## src/rtl/xbar_pkg.sv

```systemverilog
package xbar_pkg;
    localparam int NIB_W = 4;

    typedef enum logic {
        ARB_IDLE  = 1'b0,
        ARB_OWNED = 1'b1
    } arb_state_e;
endpackage

```

## src/rtl/xbar_prio_reg.sv

```systemverilog
module xbar_prio_reg #(
    parameter int NM = 4
) (
    input  logic            clk,
    input  logic            rst_n,
    input  logic            cfg_we_i,
    input  logic [2*NM-1:0] cfg_prio_i,
    output logic [2*NM-1:0] prio_q
);
    always_ff @(posedge clk or negedge rst_n) begin
        if (!rst_n) begin
            prio_q <= '0;
        end else if (cfg_we_i) begin
            prio_q <= cfg_prio_i;
        end
    end
endmodule

```

## src/rtl/xbar_slave_arb.sv

```systemverilog
module xbar_slave_arb
    import xbar_pkg::*;
#(
    parameter int NM     = 4,
    parameter int SLV_ID = 0
) (
    input  logic                clk,
    input  logic                rst_n,
    input  logic [NM-1:0]       m_cyc_i,
    input  logic [NM*NIB_W-1:0] m_nib_i,
    input  logic [2*NM-1:0]     prio_i,
    input  logic [NM-1:0]       busy_i,
    input  logic                end_i,
    output logic [NM-1:0]       gnt_o
);
    localparam int MIW = (NM > 1) ? $clog2(NM) : 1;
    localparam logic [NIB_W-1:0] MY_NIB = NIB_W'(SLV_ID);

    arb_state_e     state_q, state_d;
    logic [MIW-1:0] owner_q, owner_d;
    logic [NM-1:0]  req;
    logic           win_vld;
    logic [MIW-1:0] win_idx;
    logic [1:0]     win_lvl;

    // eligible requests: targets this port and is not held elsewhere
    always_comb begin
        for (int m = 0; m < NM; m++) begin
            req[m] = m_cyc_i[m] && (m_nib_i[m*NIB_W +: NIB_W] == MY_NIB) && !busy_i[m];
        end
    end

    // strict greater-than keeps the lowest index among equal levels
    always_comb begin
        win_vld = 1'b0;
        win_idx = '0;
        win_lvl = '0;
        for (int m = 0; m < NM; m++) begin
            if (req[m] && (!win_vld || (prio_i[2*m +: 2] > win_lvl))) begin
                win_vld = 1'b1;
                win_idx = MIW'(m);
                win_lvl = prio_i[2*m +: 2];
            end
        end
    end

    always_comb begin
        state_d = state_q;
        owner_d = owner_q;
        unique case (state_q)
            ARB_IDLE: begin
                if (win_vld) begin
                    state_d = ARB_OWNED;
                    owner_d = win_idx;
                end
            end
            ARB_OWNED: begin
                if (end_i || !m_cyc_i[owner_q]) begin
                    state_d = ARB_IDLE;
                end
            end
            default: state_d = ARB_IDLE;
        endcase
    end

    always_ff @(posedge clk or negedge rst_n) begin
        if (!rst_n) begin
            state_q <= ARB_IDLE;
            owner_q <= '0;
        end else begin
            state_q <= state_d;
            owner_q <= owner_d;
        end
    end

    always_comb begin
        gnt_o = '0;
        if (state_q == ARB_OWNED) begin
            gnt_o[owner_q] = 1'b1;
        end
    end
endmodule

```

## src/rtl/xbar_route.sv

```systemverilog
module xbar_route #(
    parameter int NM = 4,
    parameter int NS = 4,
    parameter int AW = 32,
    parameter int DW = 32,
    parameter int SW = 4
) (
    input  logic [NS*NM-1:0] gnt_i,
    input  logic [NM-1:0]    m_cyc_i,
    input  logic [NM-1:0]    m_stb_i,
    input  logic [NM-1:0]    m_we_i,
    input  logic [NM*SW-1:0] m_sel_i,
    input  logic [NM*AW-1:0] m_adr_i,
    input  logic [NM*DW-1:0] m_dat_i,
    output logic [NM*DW-1:0] m_dat_o,
    output logic [NM-1:0]    m_ack_o,
    output logic [NM-1:0]    m_rty_o,
    output logic [NM-1:0]    m_err_o,
    output logic [NS-1:0]    s_cyc_o,
    output logic [NS-1:0]    s_stb_o,
    output logic [NS-1:0]    s_we_o,
    output logic [NS*SW-1:0] s_sel_o,
    output logic [NS*AW-1:0] s_adr_o,
    output logic [NS*DW-1:0] s_dat_o,
    input  logic [NS*DW-1:0] s_dat_i,
    input  logic [NS-1:0]    s_ack_i,
    input  logic [NS-1:0]    s_rty_i,
    input  logic [NS-1:0]    s_err_i
);
    // AND-OR fabric: grants are one-hot per row and per column
    always_comb begin
        m_dat_o = '0;
        m_ack_o = '0;
        m_rty_o = '0;
        m_err_o = '0;
        s_cyc_o = '0;
        s_stb_o = '0;
        s_we_o  = '0;
        s_sel_o = '0;
        s_adr_o = '0;
        s_dat_o = '0;
        for (int s = 0; s < NS; s++) begin
            for (int m = 0; m < NM; m++) begin
                if (gnt_i[s*NM + m]) begin
                    s_cyc_o[s]           |= m_cyc_i[m];
                    s_stb_o[s]           |= m_stb_i[m];
                    s_we_o[s]            |= m_we_i[m];
                    s_sel_o[s*SW +: SW]  |= m_sel_i[m*SW +: SW];
                    s_adr_o[s*AW +: AW]  |= m_adr_i[m*AW +: AW];
                    s_dat_o[s*DW +: DW]  |= m_dat_i[m*DW +: DW];
                    m_dat_o[m*DW +: DW]  |= s_dat_i[s*DW +: DW];
                    m_ack_o[m]           |= s_ack_i[s];
                    m_rty_o[m]           |= s_rty_i[s];
                    m_err_o[m]           |= s_err_i[s];
                end
            end
        end
    end
endmodule

```

## src/rtl/xbar_prio_top.sv

```systemverilog
module xbar_prio_top
    import xbar_pkg::*;
#(
    parameter  int NM = 4,
    parameter  int NS = 4,
    parameter  int AW = 32,
    parameter  int DW = 32,
    localparam int SW = DW / 8
) (
    input  logic            clk,
    input  logic            rst_n,
    input  logic            cfg_we_i,
    input  logic [2*NM-1:0] cfg_prio_i,
    input  logic [NM-1:0]    m_cyc_i,
    input  logic [NM-1:0]    m_stb_i,
    input  logic [NM-1:0]    m_we_i,
    input  logic [NM*SW-1:0] m_sel_i,
    input  logic [NM*AW-1:0] m_adr_i,
    input  logic [NM*DW-1:0] m_dat_i,
    output logic [NM*DW-1:0] m_dat_o,
    output logic [NM-1:0]    m_ack_o,
    output logic [NM-1:0]    m_rty_o,
    output logic [NM-1:0]    m_err_o,
    output logic [NS-1:0]    s_cyc_o,
    output logic [NS-1:0]    s_stb_o,
    output logic [NS-1:0]    s_we_o,
    output logic [NS*SW-1:0] s_sel_o,
    output logic [NS*AW-1:0] s_adr_o,
    output logic [NS*DW-1:0] s_dat_o,
    input  logic [NS*DW-1:0] s_dat_i,
    input  logic [NS-1:0]    s_ack_i,
    input  logic [NS-1:0]    s_rty_i,
    input  logic [NS-1:0]    s_err_i
);
    logic [2*NM-1:0]     prio_q;
    logic [NM*NIB_W-1:0] m_nib;
    logic [NS*NM-1:0]    gnt_flat;
    logic [NM-1:0]       busy;
    logic [NS-1:0]       end_evt;

    always_comb begin
        for (int m = 0; m < NM; m++) begin
            m_nib[m*NIB_W +: NIB_W] = m_adr_i[m*AW + AW - NIB_W +: NIB_W];
        end
    end

    always_comb begin
        busy = '0;
        for (int s = 0; s < NS; s++) begin
            busy |= gnt_flat[s*NM +: NM];
        end
    end

    assign end_evt = s_ack_i | s_rty_i | s_err_i;

    xbar_prio_reg #(.NM(NM)) u_prio (
        .clk        (clk),
        .rst_n      (rst_n),
        .cfg_we_i   (cfg_we_i),
        .cfg_prio_i (cfg_prio_i),
        .prio_q     (prio_q)
    );

    for (genvar s = 0; s < NS; s++) begin : g_arb
        xbar_slave_arb #(.NM(NM), .SLV_ID(s)) u_arb (
            .clk     (clk),
            .rst_n   (rst_n),
            .m_cyc_i (m_cyc_i),
            .m_nib_i (m_nib),
            .prio_i  (prio_q),
            .busy_i  (busy),
            .end_i   (end_evt[s]),
            .gnt_o   (gnt_flat[s*NM +: NM])
        );
    end

    xbar_route #(.NM(NM), .NS(NS), .AW(AW), .DW(DW), .SW(SW)) u_route (
        .gnt_i   (gnt_flat),
        .m_cyc_i (m_cyc_i),
        .m_stb_i (m_stb_i),
        .m_we_i  (m_we_i),
        .m_sel_i (m_sel_i),
        .m_adr_i (m_adr_i),
        .m_dat_i (m_dat_i),
        .m_dat_o (m_dat_o),
        .m_ack_o (m_ack_o),
        .m_rty_o (m_rty_o),
        .m_err_o (m_err_o),
        .s_cyc_o (s_cyc_o),
        .s_stb_o (s_stb_o),
        .s_we_o  (s_we_o),
        .s_sel_o (s_sel_o),
        .s_adr_o (s_adr_o),
        .s_dat_o (s_dat_o),
        .s_dat_i (s_dat_i),
        .s_ack_i (s_ack_i),
        .s_rty_i (s_rty_i),
        .s_err_i (s_err_i)
    );
endmodule

```

## config.mk

```make
export PLATFORM = sky130hd
export DESIGN_NAME = xbar_prio_top
export DESIGN_NICKNAME = d
export VERILOG_FILES = /design/src/rtl/xbar_pkg.sv /design/src/rtl/xbar_prio_reg.sv /design/src/rtl/xbar_slave_arb.sv /design/src/rtl/xbar_route.sv /design/src/rtl/xbar_prio_top.sv
export SDC_FILE = /design/constraint.sdc
export NUM_CORES = 1
export LEC_CHECK = 0
export BUFFER_PORTS_ARGS = -buffer_cell sky130_fd_sc_hd__buf_4
export CORE_AREA = 2 2 339 341
export DETAILED_ROUTE_END_ITERATION = 10
export DIE_AREA = 0 0 341 343
export GPL_TIMING_DRIVEN = 0
export PLACE_DENSITY_LB_ADDON = 0.12
export SLEW_MARGIN = 30
export SYNTH_ARGS = -nofsm -noshare
export SYNTH_HDL_FRONTEND = slang
export SYNTH_HIERARCHICAL = 1
export SYNTH_SLANG_ARGS = --single-unit
```

## constraint.sdc

```tcl
create_clock -name clk -period 13.9 [get_ports clk]
set_clock_uncertainty 0.1 [all_clocks]
set_input_delay 2.085 -clock clk [delete_from_list [all_inputs] [get_ports clk]]
set_output_delay 2.085 -clock clk [all_outputs]
set_load 0.01 [all_outputs]
```

==> results.tsv, run 1 <==
stage	metric	value	unit
run_status	status	completed	
cells_and_area	post-route cell area	20500	um^2
place	placed inst area	20400	um^2
floorplanning	die height	343	um
place	DP Wirelength	104000	um
global_route	first-pass GRT wire length	174000	um
global_route	gr ovfl total	0	
power_and_ir_drop	pwr dens	62.4	nW/um^2
synthesis	commonest register cell after synthesis	dfrtp_1	
synthesis	Async SR Flop Fraction	100	%
timing	RSZ-0062 raised after global routing	no	
synthesis	Syn Area/Cell	7.04	um^2
clocking	CTS Hold Bufs	0	
drt	Routed WL	131000	um
place	IO Port Bufs	857	
global_route	largest net degree at the start of global routing	21	
clocking	post-CTS setup buffer count	0	
clocking	CTS tree	yes	
synthesis	Mapped Area	12100	um^2
clocking	Worst-path clk slew	70	ps
clocking	Max Buffers Root-to-Sink	2	
synthesis	post-synthesis sequential area ratio	4.15	%
timing	final setup vio count	0	
timing	hold violation total from the final report	0	
floorplanning	Initial Utilization	10.6	%
cells_and_area	layout cells sized above 1	44.6	%
global_route	Total GRT Usage	20.9	%
drt	1st-iter DRT viols	2311	
timing	hold_ws	529	ps
setup_path	WS Path Type	input port to flip-flop	
drt	Met3 Wirelength	10600	um
setup_path	crit end category	flip-flop	
drt	Vias	20154	
floorplanning	# rows	124	
timing	slew margin rel.	58.7	%
floorplanning	core box area	113000	um^2
synthesis	Ys Warns	6	
setup_path	slowest stage delay, CP	500	ps
drt	met2 routed WL	62700	um
synthesis	Cells after Synth	1714	
timing	Tmin final	6650	ps
power_and_ir_drop	Max IR drop VDD	0.0580	mV
global_route	vias in the first global route	19818	
clocking	latest clock arrival within the worst-skew pair	260	ps
setup_path	CP cell instances	buf_4, or4b_4, nor3_4, nand2_1, ha_1, nor2b_1, o21ai_0, a21boi_2, a22oi_1, ha_1, nor2b_1, o21ai_0, a21o_1, mux2_2, ha_1, a21oi_1, a21oi_1, a221o_1, o22a_1	
synthesis	Netlist cell types	50	
setup_path	slowest CP cell	or4b_4	
synthesis	Mapped Nets	2173	
drt	Vias/cell	4.91	
setup_path	CP most frequent cell	ha_1	
timing	Worst Max-Slew Pin Slew	620	ps
clocking	post-CTS resize count	0	
drt	highest routed layer	met4	
drt	WL met1	54800	um
hold_path	worst hold path class	flip-flop to flip-flop	
cells_and_area	Fill cells	12982	
synthesis	number of enable flip-flop cells after synthesis	0	
drt	TritonRoute pass-1 iters	6	
setup_path	Worst Path Arrival	6700	ps
run	maxcap violations	0	
clocking	H-tree Lvls	1	
drt	Post-DRT Antenna Nets	0	
timing	final period utilization	47.8	%
global_route	initial antenna violation count	17	
setup_path	crit path max fanout	12	
cells_and_area	area of the multi-input gates	9980	um^2
floorplanning	die area	117000	um^2
floorplanning	Die X	341	um
cells_and_area	total area of sequential cells	500	um^2
timing	Setup Total Neg Slack	0	ps
drt	Avg WL per Cell	32.0	um
clocking	Num CTS Buffers	3	
drt	DRC	0	
clocking	clk root buf	clkbuf_16	
setup_path	type of origin of the critical path	input port	
clocking	Sinks on Clock Net	20	
power_and_ir_drop	Lkg Pwr	10.2	nW
cells_and_area	nets	3035	
floorplanning	IO Pins	859	
cells_and_area	P&R area growth vs syn	70.2	%
setup_path	Worst Path Required	13950	ps
cells_and_area	commonest non-fill, non-tap cell in the layout	buf_4	
timing	Fmax	0.150	GHz
synthesis	flops & latches, synth	20	
cells_and_area	most frequent cells in the layout	buf_4, a22oi_1, nand2_1	
timing	Final Slew Violations	0	
place	RePlAce Congestion	0.913	
Yosys cell counts, types with 2 or more instances:
cell / count / area [um^2]
and2_1: 3 / 18.8
or3_1: 4 / 25.0
o22a_1: 8 / 70.1
nor3_1: 2 / 10.0
ha_1: 24 / 300
o21ai_0: 9 / 45.0
mux2_4: 12 / 180
nand3b_1: 10 / 75.1
dfrtp_1: 20 / 500
a31o_2: 3 / 26.3
buf_2: 108 / 541
a41oi_1: 2 / 17.5
mux4_2: 4 / 90.1
o21a_1: 7 / 52.6
a22oi_2: 58 / 726
a21o_1: 3 / 22.5
a211oi_1: 3 / 22.5
inv_1: 25 / 93.8
a22o_1: 4 / 35.0
nor4b_1: 6 / 52.6
nand2_1: 444 / 1670
or4b_1: 2 / 20.0
or4_1: 4 / 30.0
nor4b_2: 5 / 75.1
a31oi_1: 2 / 12.5
and3_1: 6 / 37.5
nand3_1: 2 / 10.0
and3b_1: 5 / 43.8
a21boi_2: 2 / 22.5
nor3b_1: 4 / 30.0
a21oi_1: 10 / 50.1
nor2b_1: 9 / 56.3
a311o_1: 2 / 20.0
buf_6: 84 / 946
nor2_1: 7 / 26.3
mux2_2: 4 / 45.0
a22oi_1: 794 / 5960
worst paths after layout:
kind	from	to	slack (ps)	depth (start not counted)
max	m_cyc_i[0]	g_arb[0].u_arb/owner_q[0]$_DFFE_PN0P_	7250	19
min	g_arb[1].u_arb/owner_q[1]$_DFFE_PN0P_	g_arb[1].u_arb/owner_q[1]$_DFFE_PN0P_	530	1
max reg2reg	g_arb[1].u_arb/state_q$_DFF_PN0_	g_arb[0].u_arb/owner_q[0]$_DFFE_PN0P_	7890	20
min reg2reg	g_arb[1].u_arb/owner_q[1]$_DFFE_PN0P_	g_arb[1].u_arb/owner_q[1]$_DFFE_PN0P_	530	1
max in group asynchronous	rst_n	g_arb[0].u_arb/owner_q[0]$_DFFE_PN0P_	11850	1
min in group asynchronous	rst_n	u_prio/prio_q[7]$_DFFE_PN0P_	1610	1
critical path, delay by kind of cell:
kind,cells,cell delay [ps]
fa+ha+maj,3,890
compound gates,9,1940
simple gates,5,1210
mux,1,340
buf+inv,1,220
cell families (layout without fill, tap and decap cells):
| group | Yosys count | after routing | synth area share (%) |
|---|---|---|---|
| simple gates | 521 | 521 | 18.6 |
| other cells | 0 | 18 | 0 |
| buf+inv | 218 | 1079 | 13.2 |
| mux | 20 | 20 | 2.61 |
| fa+ha+maj | 24 | 24 | 2.49 |
| compound gates | 911 | 911 | 59.0 |
| flops | 20 | 20 | 4.15 |
where the power goes:
part           internal (W)   total, W  switching [W]
sequential        0.0000709  0.0000974      0.0000265
combinational      0.000455    0.00110       0.000649
clock             0.0000573  0.0000823      0.0000250
total              0.000583    0.00128       0.000700
registers in the layout (all words and copies together) (netlist names):
name,cells
g_arb.u_arb/state_q,4
g_arb.u_arb/owner_q,8
u_prio/prio_q,8
layout make-up:
class | instances | share of cell area, %
clock inverters | 1 | 0.146
multi-input cells | 1476 | 48.6
plain buffers | 193 | 7.27
flip-flops and latches | 20 | 2.44
well taps | 1512 | 9.21
inverters | 25 | 0.457
clock buffers | 3 | 0.365
repair buffers | 857 | 31.3
diodes | 18 | 0.219
layer usage:
layer | track usage (%) | up-vias
li1 | - | 8625
met5 | 0 | -
met4 | 4.88 | 0
met3 | 4.53 | 147
met1 | 26.9 | 10060
met2 | 35.5 | 1322
stage by stage:
| stage | total power (W) | cells | utilization (%) | setup WS [ps] |
|---|---|---|---|---|
| 2_1_floorplan | 0.000521 | 1714 | - | 7740 |
| 6_report | 0.00128 | 4105 | 18.1 | 7250 |
| 4_1_cts | 0.00129 | 4087 | 18.1 | 7200 |
| 5_1_grt | 0.00135 | 4096 | 18.1 | 6850 |
| 3_3_place_gp | 0.00120 | 4083 | 18.0 | 6980 |
| 3_5_place_dp | 0.00120 | 4083 | 18.0 | 6960 |
(Power assumes the default switching activity.)
==> inputs of run 2 (changes only) <==
CORE_AREA = 2 2 331 333   (was 2 2 339 341)
DIE_AREA = 0 0 333 335   (was 0 0 341 343)
clock period = 5.92 ns   (was 13.9 ns; I/O delays follow)
==> results.tsv, run 2 (synthesis results as in run 1) <==
stage	metric	value	unit	change
clocking	post-CTS setup buffer count	0		unchanged
setup_path	slowest CP cell	or4_4		
drt	1st-iter DRT viols	2587		+12%
setup_path	type of origin of the critical path	flip-flop		
place	placed insts	3985		-2.4%
place	RePlAce Congestion	0.906		-0.73%
timing	Fmax	0.178	GHz	
cells_and_area	Fill cells	12336		-5.0%
clocking	CTS Hold Bufs	0		unchanged
cells_and_area	Top Registers	g_arb.u_arb/owner_q (8), u_prio/prio_q (8), g_arb.u_arb/state_q (4)		
setup_path	WS Path Type	flip-flop to flip-flop		
clocking	latest clock arrival within the worst-skew pair	250	ps	about the same
floorplanning	IO Pins	859		unchanged
global_route	first-pass GRT wire length	175000	um	+0.58%
timing	final period utilization	95.1	%	
timing	RSZ-0062 raised after global routing	no		
cells_and_area	P&R area growth vs syn	69.3	%	
run	maxcap violations	0		unchanged
drt	Post-DRT Antenna Nets	0		unchanged
setup_path	CP cell instances	nor3b_1, or4_4, or4b_4, nor3_4, nand2_1, ha_1, nor2b_1, o21ai_1, o31a_2, a22oi_1, ha_1, nor2b_1, o21ai_1, a21o_1, mux2_2, ha_1, a21oi_1, a21oi_1, a221o_1, o22a_1		
setup_path	CP most frequent cell	ha_1		
floorplanning	die height	335	um	-2.3%
power_and_ir_drop	pwr dens	147	nW/um^2	+140%
clocking	Num CTS Buffers	3		unchanged
floorplanning	Die X	333	um	-2.3%
timing	Final Slew Violations	0		unchanged
setup_path	crit path max fanout	7		-5
power_and_ir_drop	Lkg Pwr	10.2	nW	about the same
cells_and_area	area of the multi-input gates	9990	um^2	about the same
setup_path	Worst Path Required	5960	ps	-7990 ps
cells_and_area	nets	3035		unchanged
timing	hold_ws	428	ps	-102 ps
clocking	CTS tree	yes		
cells_and_area	Util after Layout	18.9	%	+0.79 points
floorplanning	die area	112000	um^2	-4.6%
cells_and_area	commonest non-fill, non-tap cell in the layout	buf_4		
cells_and_area	layout cells sized above 1	44.6	%	about the same
drt	TritonRoute pass-1 iters	7		+1
timing	Setup Total Neg Slack	0	ps	unchanged
clocking	Sinks on Clock Net	20		unchanged
cells_and_area	total area of sequential cells	500	um^2	unchanged
timing	final setup vio count	0		unchanged
setup_path	CP Buf/Inv Count	0		-1
setup_path	Worst Path Arrival	5680	ps	-1020 ps
global_route	vias in the first global route	19498		-1.6%
timing	Tmin final	5630	ps	
setup_path	cell family with most CP delay	simple AND/OR/NAND/NOR gates		
global_route	initial antenna violation count	25		+8
drt	Vias	20121		-0.16%
setup_path	crit end category	flip-flop		
timing	slew margin rel.	50.1	%	-8.5 points
clocking	H-tree Lvls	1		unchanged
drt	DRC	0		unchanged
global_route	gr ovfl total	0		unchanged
clocking	Worst-path clk slew	60	ps	about the same
cells_and_area	fin cells	4009		-2.3%
clocking	Max Buffers Root-to-Sink	2		unchanged
drt	Avg WL per Cell	33.0	um	+3.2%
setup_path	slowest stage delay, CP	610	ps	+110 ps
clocking	clk root buf	clkbuf_16		
drt	Vias/cell	5.02		+2.2%
cells_and_area	most frequent cells in the layout	buf_4, a22oi_1, nand2_1		
floorplanning	# rows	121		-2.4%
global_route	Total GRT Usage	22.1	%	+1.2 points
timing	hold violation total from the final report	0		unchanged
hold_path	worst hold path class	input port to asynchronous set/reset pin		
drt	Routed WL	132000	um	+0.83%
place	DP Wirelength	105000	um	+1.1%
floorplanning	core box area	108000	um^2	-4.7%
global_route	largest net degree at the start of global routing	21		unchanged
timing	Worst Max-Slew Pin Slew	748	ps	+128 ps
power_and_ir_drop	Max IR drop VDD	0.117	mV	+100%
place	IO Port Bufs	857		unchanged
run_status	status	completed		
floorplanning	Initial Utilization	11.2	%	+0.52 points
run 2: changes by cell type in the layout (fill, tap and decap cells not counted), sizes merged:
cell,change
diode,+2
run 2: final timing paths:
| check | start | to | slack (ps) | cells past startpoint |
|---|---|---|---|---|
| worst max-delay path | g_arb[1].u_arb/state_q$_DFF_PN0_ | g_arb[0].u_arb/owner_q[1]$_DFFE_PN0P_ | 290 | 20 |
| worst min-delay path | rst_n | u_prio/prio_q[2]$_DFFE_PN0P_ | 430 | 1 |
| worst max register to register | g_arb[1].u_arb/state_q$_DFF_PN0_ | g_arb[0].u_arb/owner_q[1]$_DFFE_PN0P_ | 290 | 20 |
| worst min register to register | g_arb[0].u_arb/owner_q[1]$_DFFE_PN0P_ | g_arb[0].u_arb/owner_q[1]$_DFFE_PN0P_ | 530 | 1 |
| max in group asynchronous | rst_n | g_arb[3].u_arb/owner_q[0]$_DFFE_PN0P_ | 5060 | 1 |
| min in group clk | g_arb[0].u_arb/owner_q[1]$_DFFE_PN0P_ | g_arb[0].u_arb/owner_q[1]$_DFFE_PN0P_ | 530 | 1 |
run 2: timing repair:
| action | in CTS | in global routing |
|---|---|---|
| hold endpoints to repair | 0 | 0 |
| resized for setup | 0 | 3 |
| endpoints found under the setup margin | 0 | 7 |
run 2: cell type report:
| class | instances | area share (%) |
|---|---|---|
| repair buffers | 857 | 31.5 |
| well taps | 1414 | 8.66 |
| flip-flops and latches | 20 | 2.45 |
| multi-input cells | 1476 | 48.9 |
| diodes | 20 | 0.245 |
| clock inverters | 1 | 0.147 |
| clock buffers | 3 | 0.367 |
| inverters | 25 | 0.459 |
| plain buffers | 193 | 7.31 |
run 2: routing by layer:
layer	share of wire, %	GRT usage (%)
met5	0.032	0
met4	2.3	4.94
met3	8.3	4.76
met2	47	36.2
met1	43	29.6
run 2: where the power goes:
part | internal (W) | switching (W)
sequential | 0.000167 | 0.0000607
combinational | 0.00107 | 0.00152
clock | 0.000134 | 0.0000523
total | 0.00137 | 0.00163
run 2: stage by stage:
stage               worst slack [ps]  area [um^2]  power (W)
finish                           287        20400    0.00300
global route                    7.84        20400    0.00317
global placement                84.0        20300    0.00281
floorplan                        696        12100    0.00122
detailed placement              95.1        20300    0.00282
CTS                             68.0        20400    0.00301
